File: src/rtl/cpwm_pkg.sv
package cpwm_pkg;
  typedef struct packed {
    logic main_en;
    logic comp_en;
    logic main_pol;
    logic comp_pol;
  } ch_cfg_t;

  localparam int LOCK_W = 2;
  localparam logic [LOCK_W-1:0] LOCK_POL_LVL = 2'd2;
endpackage

File: src/rtl/cpwm_shadow_regs.sv
module cpwm_shadow_regs
  import cpwm_pkg::*;
#(
  parameter int LW = LOCK_W
) (
  input  logic          clk,
  input  logic          rst,
  input  logic          cfg_wr,
  input  ch_cfg_t       cfg_wdata,
  input  logic          ccpc,
  input  logic          com_evt,
  input  logic [LW-1:0] lock_lvl,
  input  logic          ch_is_output,
  output ch_cfg_t       pre_cfg,
  output ch_cfg_t       act_cfg
);
  logic    lock_hi;
  ch_cfg_t pre_nxt;

  assign lock_hi = (lock_lvl >= LW'(LOCK_POL_LVL));

  always_comb begin
    pre_nxt = pre_cfg;
    if (cfg_wr) begin
      pre_nxt.main_en = cfg_wdata.main_en;
      pre_nxt.comp_en = cfg_wdata.comp_en;
      if (!lock_hi)
        pre_nxt.main_pol = cfg_wdata.main_pol;
      if (!(lock_hi && ch_is_output))
        pre_nxt.comp_pol = cfg_wdata.comp_pol;
    end
  end

  always_ff @(posedge clk) begin
    if (rst) begin
      pre_cfg <= '0;
      act_cfg <= '0;
    end else begin
      pre_cfg <= pre_nxt;
      if (!ccpc || com_evt)
        act_cfg <= pre_cfg;
    end
  end
endmodule

File: src/rtl/cpwm_deadtime.sv
module cpwm_deadtime #(
  parameter int DEAD_CYC = 4,
  localparam int CW = $clog2(DEAD_CYC + 1)
) (
  input  logic clk,
  input  logic rst,
  input  logic ref_i,
  output logic ref_q,
  output logic settled
);
  localparam logic [CW-1:0] DMAX = CW'(DEAD_CYC);
  logic [CW-1:0] cnt;

  always_ff @(posedge clk) begin
    if (rst) begin
      ref_q <= 1'b0;
      cnt   <= DMAX;
    end else begin
      ref_q <= ref_i;
      if (ref_i != ref_q)
        cnt <= '0;
      else if (cnt < DMAX)
        cnt <= cnt + 1'b1;
    end
  end

  assign settled = (cnt == DMAX);
endmodule

File: src/rtl/cpwm_idle_timer.sv
module cpwm_idle_timer #(
  parameter int DEAD_CYC = 4,
  localparam int CW = $clog2(DEAD_CYC + 1)
) (
  input  logic clk,
  input  logic rst,
  input  logic run,
  output logic done
);
  localparam logic [CW-1:0] DMAX = CW'(DEAD_CYC);
  logic [CW-1:0] cnt;

  always_ff @(posedge clk) begin
    if (rst || !run)
      cnt <= '0;
    else if (cnt < DMAX)
      cnt <= cnt + 1'b1;
  end

  assign done = (cnt == DMAX);
endmodule

File: src/rtl/cpwm_out_stage.sv
module cpwm_out_stage
  import cpwm_pkg::*;
#(
  parameter int DEAD_CYC = 4
) (
  input  logic              clk,
  input  logic              rst,
  input  logic              ref_i,
  input  logic              moe,
  input  logic              ossr,
  input  logic              ossi,
  input  logic              idle_main,
  input  logic              idle_comp,
  input  logic              cfg_wr,
  input  logic              cfg_main_en,
  input  logic              cfg_comp_en,
  input  logic              cfg_main_pol,
  input  logic              cfg_comp_pol,
  input  logic              ccpc,
  input  logic              com_evt,
  input  logic [LOCK_W-1:0] lock_lvl,
  input  logic              ch_is_output,
  output logic              oc_main,
  output logic              oc_comp,
  output logic              oe_main,
  output logic              oe_comp
);
  ch_cfg_t wdata, pre_cfg, act_cfg;
  logic    ref_q, dt_settled, idle_done;

  assign wdata = '{main_en: cfg_main_en, comp_en: cfg_comp_en,
                   main_pol: cfg_main_pol, comp_pol: cfg_comp_pol};

  cpwm_shadow_regs #(.LW(LOCK_W)) u_regs (
    .clk(clk), .rst(rst), .cfg_wr(cfg_wr), .cfg_wdata(wdata),
    .ccpc(ccpc), .com_evt(com_evt), .lock_lvl(lock_lvl),
    .ch_is_output(ch_is_output), .pre_cfg(pre_cfg), .act_cfg(act_cfg)
  );

  cpwm_deadtime #(.DEAD_CYC(DEAD_CYC)) u_dt (
    .clk(clk), .rst(rst), .ref_i(ref_i), .ref_q(ref_q), .settled(dt_settled)
  );

  cpwm_idle_timer #(.DEAD_CYC(DEAD_CYC)) u_idle (
    .clk(clk), .rst(rst), .run(!moe && ossi), .done(idle_done)
  );

  always_comb begin
    oe_main = 1'b0; oc_main = 1'b0;
    oe_comp = 1'b0; oc_comp = 1'b0;
    if (!moe) begin
      if (ossi) begin
        oe_main = 1'b1;
        oe_comp = 1'b1;
        oc_main = idle_done ? idle_main : act_cfg.main_pol;
        oc_comp = idle_done ? idle_comp : act_cfg.comp_pol;
      end
    end else begin
      unique case ({act_cfg.main_en, act_cfg.comp_en})
        2'b10: begin
          oe_main = 1'b1;
          oc_main = ref_q ^ act_cfg.main_pol;
          oe_comp = ossr;
          oc_comp = ossr & act_cfg.comp_pol;
        end
        2'b01: begin
          oe_comp = 1'b1;
          oc_comp = ref_q ^ act_cfg.comp_pol;
          oe_main = ossr;
          oc_main = ossr & act_cfg.main_pol;
        end
        2'b11: begin
          oe_main = 1'b1;
          oe_comp = 1'b1;
          oc_main = (ref_q & dt_settled) ^ act_cfg.main_pol;
          oc_comp = (~ref_q & dt_settled) ^ act_cfg.comp_pol;
        end
        default: ;
      endcase
    end
  end
endmodule

File: config.mk
export PLATFORM = sky130hd
export DESIGN_NAME = cpwm_out_stage
export DESIGN_NICKNAME = d
export VERILOG_FILES = /design/src/rtl/cpwm_pkg.sv /design/src/rtl/cpwm_shadow_regs.sv /design/src/rtl/cpwm_deadtime.sv /design/src/rtl/cpwm_idle_timer.sv /design/src/rtl/cpwm_out_stage.sv
export SDC_FILE = /design/constraint.sdc
export NUM_CORES = 1
export LEC_CHECK = 0
export BUFFER_PORTS_ARGS = -buffer_cell sky130_fd_sc_hd__buf_2
export CORE_UTILIZATION = 52
export DETAILED_ROUTE_END_ITERATION = 7
export PLACE_DENSITY_LB_ADDON = 0.05
export SKIP_CTS_REPAIR_TIMING = 1
export SLEW_MARGIN = 20
export SYNTH_ARGS = -nofsm -noshare
export SYNTH_HDL_FRONTEND = slang
export SYNTH_SLANG_ARGS = --single-unit
File: constraint.sdc
create_clock -name clk -period 1.7 [get_ports clk]
set_input_delay 0.17 -clock clk [delete_from_list [all_inputs] [get_ports clk]]
set_output_delay 0.17 -clock clk [all_outputs]
set_load 0.005 [all_outputs]
==> flow_metrics.py, run 1 <==
metrics = {
    "status": {
        "status": "complete, no violations",
    },
    "timing": {
        "fin_crit_sh_pct": 95.5,
        "final.min_clock_period_ns": 1.62,
        "clock_skew_ns": 0.0124,
        "rsz0062_at_grt": "no",
        "tightest_slew_ns": 0.439,
        "fin_ws_ns": 0.0761,
        "fin_setup_tns_ns": 0,
        "hold_violations": 0,
        "setup_violations": 0,
        "worst_slew_margin_rel_pct": 70.7,
        "fmax_mhz": 616,
        "slew_violations": 0,
    },
    "placement": {
        "portBuffers": 20,
        "gp_congestion": 0.627,
        "hpwl_um": 964,
        "dpl_cell_area_um2": 870,
        "place_ws_ns": 0.319,
        "dpl.cell_count": 119,
    },
    "global_routing": {
        "grt.total_usage_pct": 18.2,
        "grt_pass1_vias": 476,
        "grt_overflow": 0,
        "grt_pass1_wl_mm": 1.87,
        "antenna_found_initial": 0,
        "grt_start_max_net_pins": 14,
    },
    "yosys": {
        "synth_area_um2": 759,
        "yosysUniqueCellTypes": 23,
        "synth_cells": 86,
        "ys_seq_elements": 15,
        "syn-num-nets": 108,
        "avgSynthCellArea_um2": 8.83,
        "synth_seq_area_share_pct": 39.5,
        "yosys_warnings": 0,
    },
    "clock_network": {
        "cts_max_level": 1,
        "cts_buffer_depth": 2,
        "cts_tree": "built",
        "clockRootBuffer": "clkbuf_4",
        "clock_latency_ns": 0.29,
        "clkTransAtPathRegs_ns": 0.10,
        "numCtsBuffers": 3,
        "clock_sinks": 15,
    },
    "floorplanning": {
        "die_height_um": 40.2,
        "die_x_um": 40.2,
        "io_pins": 22,
        "initial_core_util_pct": 56.9,
        "die_area_um2": 1620,
        "fp.coreArea_um2": 1330,
        "fp-row-count": 13,
    },
    "worst_hold_path": {
        "min_from": "cfg_comp_en",
        "hold_class": "primary input to flip-flop",
    },
    "routing": {
        "ant_nets": 0,
        "dr.pass1.iters": 4,
        "wl_per_cell_um": 10.4,
        "totalWireLength_mm": 1.29,
        "vias": 633,
        "drc": 0,
        "vias_per_cell": 5.10,
        "drtIter0Drc": 7,
    },
    "critical_path": {
        "cp.arrival_ns": 1.45,
        "end_kind": "output port",
        "crit_end": "oc_main",
        "path_class": "flip-flop to output port",
        "worstPathMaxFanout": 3,
        "worstReg2RegEnd": "u_idle.cnt[1]",
        "required_ns": 1.53,
        "startpoint": "u_dt.cnt[1]",
        "r2r_slack_ns": 0.73,
        "rr_worst_depth": 4,
        "rr_startpoint": "u_idle.cnt[0]",
        "startpoint_type": "flip-flop",
    },
    "finish": {
        "antenna_cells": 0,
        "area_growth_pct": 21.7,
        "final_common_cell": "buf_2",
        "layout-drive-gt1-share_pct": 31.2,
        "final_cell_mix": "20 x buf_2, 14 x nor2_1, 12 x mux2i_1, 12 x dfxtp_1, 7 x nand2_1",
        "stdcell_area_um2": 925,
        "nets": 132,
        "fin_cells": 124,
    },
    "run": {
        "maxCapViolCount": 0,
    },
    "power": {
        "p_leak_nw": 0.417,
        "power_density_nw_per_um2": 741,
        "peakVddDrop_v": 0.000557,
        "p_total_w": 0.000685,
    },
}
[per-layer routing]
metal	vias to the layer above	track usage, %	share of wire, %
li1	335	-	-
met3	2	5.00	5.3
met4	0	12.5	1.1
met1	278	21.1	48
met5	-	0	0
met2	18	29.0	46
[where the power goes]
group | internal, W | switching [W]
clock network | 0.0000874 | 0.000117
registers | 0.000367 | 0.0000167
logic | 0.0000521 | 0.0000447
[how the worst min path moves through the flow]
stage / to / slack, ns / depth (start not counted)
after floorplan: u_dt.ref_q / 0.24 / 1
after global placement: u_regs.pre_cfg[3] / 0.40 / 3
after detailed placement: u_dt.ref_q / 0.41 / 2
after CTS: u_dt.ref_q / 0.11 / 2
after global routing: u_dt.ref_q / 0.13 / 2
final: u_regs.pre_cfg[2] / 0.11 / 3
[critical path, cell delays in order (launching register included)]
cell,delay (ns)
dfxtp_2,0.34
inv_2,0.07
ha_4,0.13
nand2_1,0.06
a21oi_2,0.14
mux2i_1,0.19
o22ai_1,0.10
buf_2,0.13
[cells by family after synthesis]
logic type	synth area share [%]
AND/OR/NAND/NOR	18.5
AO/OA/AOI/OAI	9.72
flip-flops	39.5
adder cells (fa/ha/maj)	6.59
buffers and inverters	4.12
XOR/XNOR	5.77
multiplexers	15.8
[Yosys cell counts (all sizes together)]
cell | n | area [µm²]
a21oi | 4 | 20.0
nand2b | 1 | 6.26
o21ai | 1 | 5.00
o32ai | 1 | 16.3
a31oi | 2 | 12.5
nor3 | 2 | 10.0
o22ai | 2 | 12.5
ha | 4 | 50.1
nand3b | 1 | 7.51
nand2 | 7 | 26.3
nor2 | 14 | 52.6
o21bai | 1 | 7.51
dfxtp | 15 | 300
buf | 1 | 3.75
nor2b | 3 | 18.8
nand3 | 1 | 5.00
clkbuf | 1 | 5.00
or2b | 1 | 7.51
or2 | 1 | 6.26
xor2 | 3 | 26.3
xnor2 | 2 | 17.5
inv | 6 | 22.5
mux2i | 12 | 120
[state kept, by name (all words and copies together), names as in the netlist]
name / cells
u_regs.act_cfg: 4
u_regs.pre_cfg: 4
u_dt.cnt: 3
u_idle.cnt: 3
u_dt.ref_q: 1
[through the flow]
stage,hold WS (ns),util (%)
after floorplan,0.242,-
after global placement,0.401,65.2
after detailed placement,0.413,65.2
after CTS,0.110,67.3
after global routing,0.131,69.3
final,0.111,69.3
[final cells by class]
cell class | instances | area (µm²)
sequential | 15 | 304
timing repair buffer | 21 | 108
multi-input combinational | 63 | 444
clock buffer | 3 | 22.5
clock inverter | 1 | 5.00
inverter | 6 | 22.5
tap | 15 | 18.8
fill | 116 | 409
Note: power is estimated with default switching activity, not from simulation.
==> inputs of run 2 (changes only) <==
PLACE_DENSITY = 0.8   (was not set)
PLACE_DENSITY_LB_ADDON = not set   (was 0.05)
==> flow_metrics.py, run 2 (synthesized netlist as in run 1, its figures left out) <==
metrics = {
    "timing": {
        "setup_violations": 0,
        "fin_ws_ns": 0.0630,
        "worst_slew_margin_rel_pct": 70.7,
        "fmax_mhz": 611,
        "clock_skew_ns": 0.00148,
        "tightest_slew_ns": 0.439,
        "hold_violations": 0,
        "slew_violations": 0,
        "final.min_clock_period_ns": 1.64,
        "fin_crit_sh_pct": 96.3,
    },
    "routing": {
        "wl_per_cell_um": 11.8,
        "vias": 640,
        "ant_nets": 0,
        "drc": 0,
        "totalWireLength_mm": 1.46,
        "drtIter0Drc": 13,
        "dr.pass1.iters": 4,
        "vias_per_cell": 5.16,
    },
    "placement": {
        "place_ws_ns": 0.334,
        "hpwl_mm": 1.09,
        "portBuffers": 20,
        "dpl.cell_count": 119,
        "gp_congestion": 0.670,
    },
    "run": {
        "maxCapViolCount": 0,
    },
    "floorplanning": {
        "fp.coreArea_um2": 1330,
        "die_x_um": 40.2,
        "io_pins": 22,
        "die_area_um2": 1620,
        "fp-row-count": 13,
        "initial_core_util_pct": 56.9,
        "die_height_um": 40.2,
    },
    "finish": {
        "area_growth_pct": 21.1,
        "reg_top3": "u_regs.act_cfg x4, u_regs.pre_cfg x4",
        "layout-drive-gt1-share_pct": 32.1,
        "final_cell_mix": "20 x buf_2, 14 x nor2_1, 12 x mux2i_1",
        "fin_cells": 124,
        "nets": 132,
        "final_core_util_pct": 68.9,
        "fillerInstances": 111,
        "antenna_cells": 0,
        "final_common_cell": "buf_2",
    },
    "global_routing": {
        "antenna_found_initial": 0,
        "grt_start_max_net_pins": 14,
        "grt_pass1_wl_mm": 2.10,
        "grt.total_usage_pct": 20.3,
        "grt_overflow": 0,
        "grt_pass1_vias": 527,
    },
    "clock_network": {
        "clock_sinks": 15,
        "numCtsBuffers": 3,
        "cts_max_level": 1,
        "cts_tree": "built",
        "cts_buffer_depth": 2,
        "clkTransAtPathRegs_ns": 0.08,
        "clockRootBuffer": "clkbuf_4",
        "clock_latency_ns": 0.28,
    },
    "critical_path": {
        "end_kind": "output port",
        "path_class": "flip-flop to output port",
        "startpoint_type": "flip-flop",
        "worstPathMaxFanout": 3,
        "cp.arrival_ns": 1.47,
        "required_ns": 1.53,
    },
    "power": {
        "p_total_w": 0.000684,
        "power_density_nw_per_um2": 744,
        "p_leak_nw": 0.413,
        "seq_power_share_pct": 56.2,
        "p_sw_w": 0.000174,
        "combPwrFrac_pct": 14.2,
        "peakVddDrop_v": 0.000566,
        "switching_share_pct": 25.4,
        "clock_power_share_pct": 29.6,
        "cellInternalPower_w": 0.000510,
    },
    "worst_hold_path": {
        "hold_class": "primary input to flip-flop",
    },
    "status": {
        "status": "complete, no violations",
    },
}
[run 2: area by class of cell]
class | count | area (µm²) | share of cell area (%)
clock buffer | 4 | 26.3 | 2.86
inverter | 6 | 22.5 | 2.45
multi-input combinational | 63 | 437 | 47.5
sequential | 15 | 308 | 33.5
tap | 15 | 18.8 | 2.04
timing repair buffer | 21 | 108 | 11.7
[run 2: worst paths after layout]
kind	from	end	slack, ns	cells after the start
worst min register to register	u_regs.pre_cfg[0]	u_regs.pre_cfg[0]	0.46	2
worst max register to register	u_dt.cnt[1]	u_dt.cnt[1]	0.65	4
worst min-delay path	cfg_comp_en	u_regs.pre_cfg[2]	0.12	3
worst max-delay path	u_dt.cnt[0]	oc_main	0.06	7
[run 2: worst max-delay path, cell delays in order (launching register included)]
cell and delay (ns):
dfxtp_2 0.34, inv_1 0.06, ha_2 0.17, nand2_1 0.06
a21oi_2 0.14, mux2i_1 0.20, o22ai_1 0.09, buf_2 0.13
[run 2: through the flow]
| step | hold slack, ns | instance area [µm²] | setup TNS (ns) |
|---|---|---|---|
| 2_1_floorplan | 0.242 | 759 | 0 |
| 3_3_place_gp | 0.401 | 870 | 0 |
| 3_5_place_dp | 0.412 | 870 | 0 |
| 4_1_cts | 0.122 | 896 | 0 |
| 5_1_grt | 0.141 | 920 | -0.0381 |
| 6_report | 0.117 | 920 | 0 |
[run 2: power by group through the flow]
stage               Sequential [W]  Combinational (W)  Clock, W
global placement          0.000391          0.0000881         0
global route              0.000387           0.000110  0.000220
finish                    0.000384          0.0000975  0.000202
floorplan                 0.000387          0.0000594         0
CTS                       0.000383          0.0000937  0.000204
detailed placement        0.000391          0.0000931         0
[run 2: routing by layer]
layer | routed length, µm | vias to the layer above | global-route usage (%) | part of all wire [%]
li1 | - | 335 | - | -
met4 | 32 | 0 | 10.0 | 2.2
met2 | 695 | 21 | 37.5 | 48
met5 | 0 | - | 0 | 0
met3 | 87 | 4 | 5.00 | 5.9
met1 | 648 | 280 | 21.0 | 44
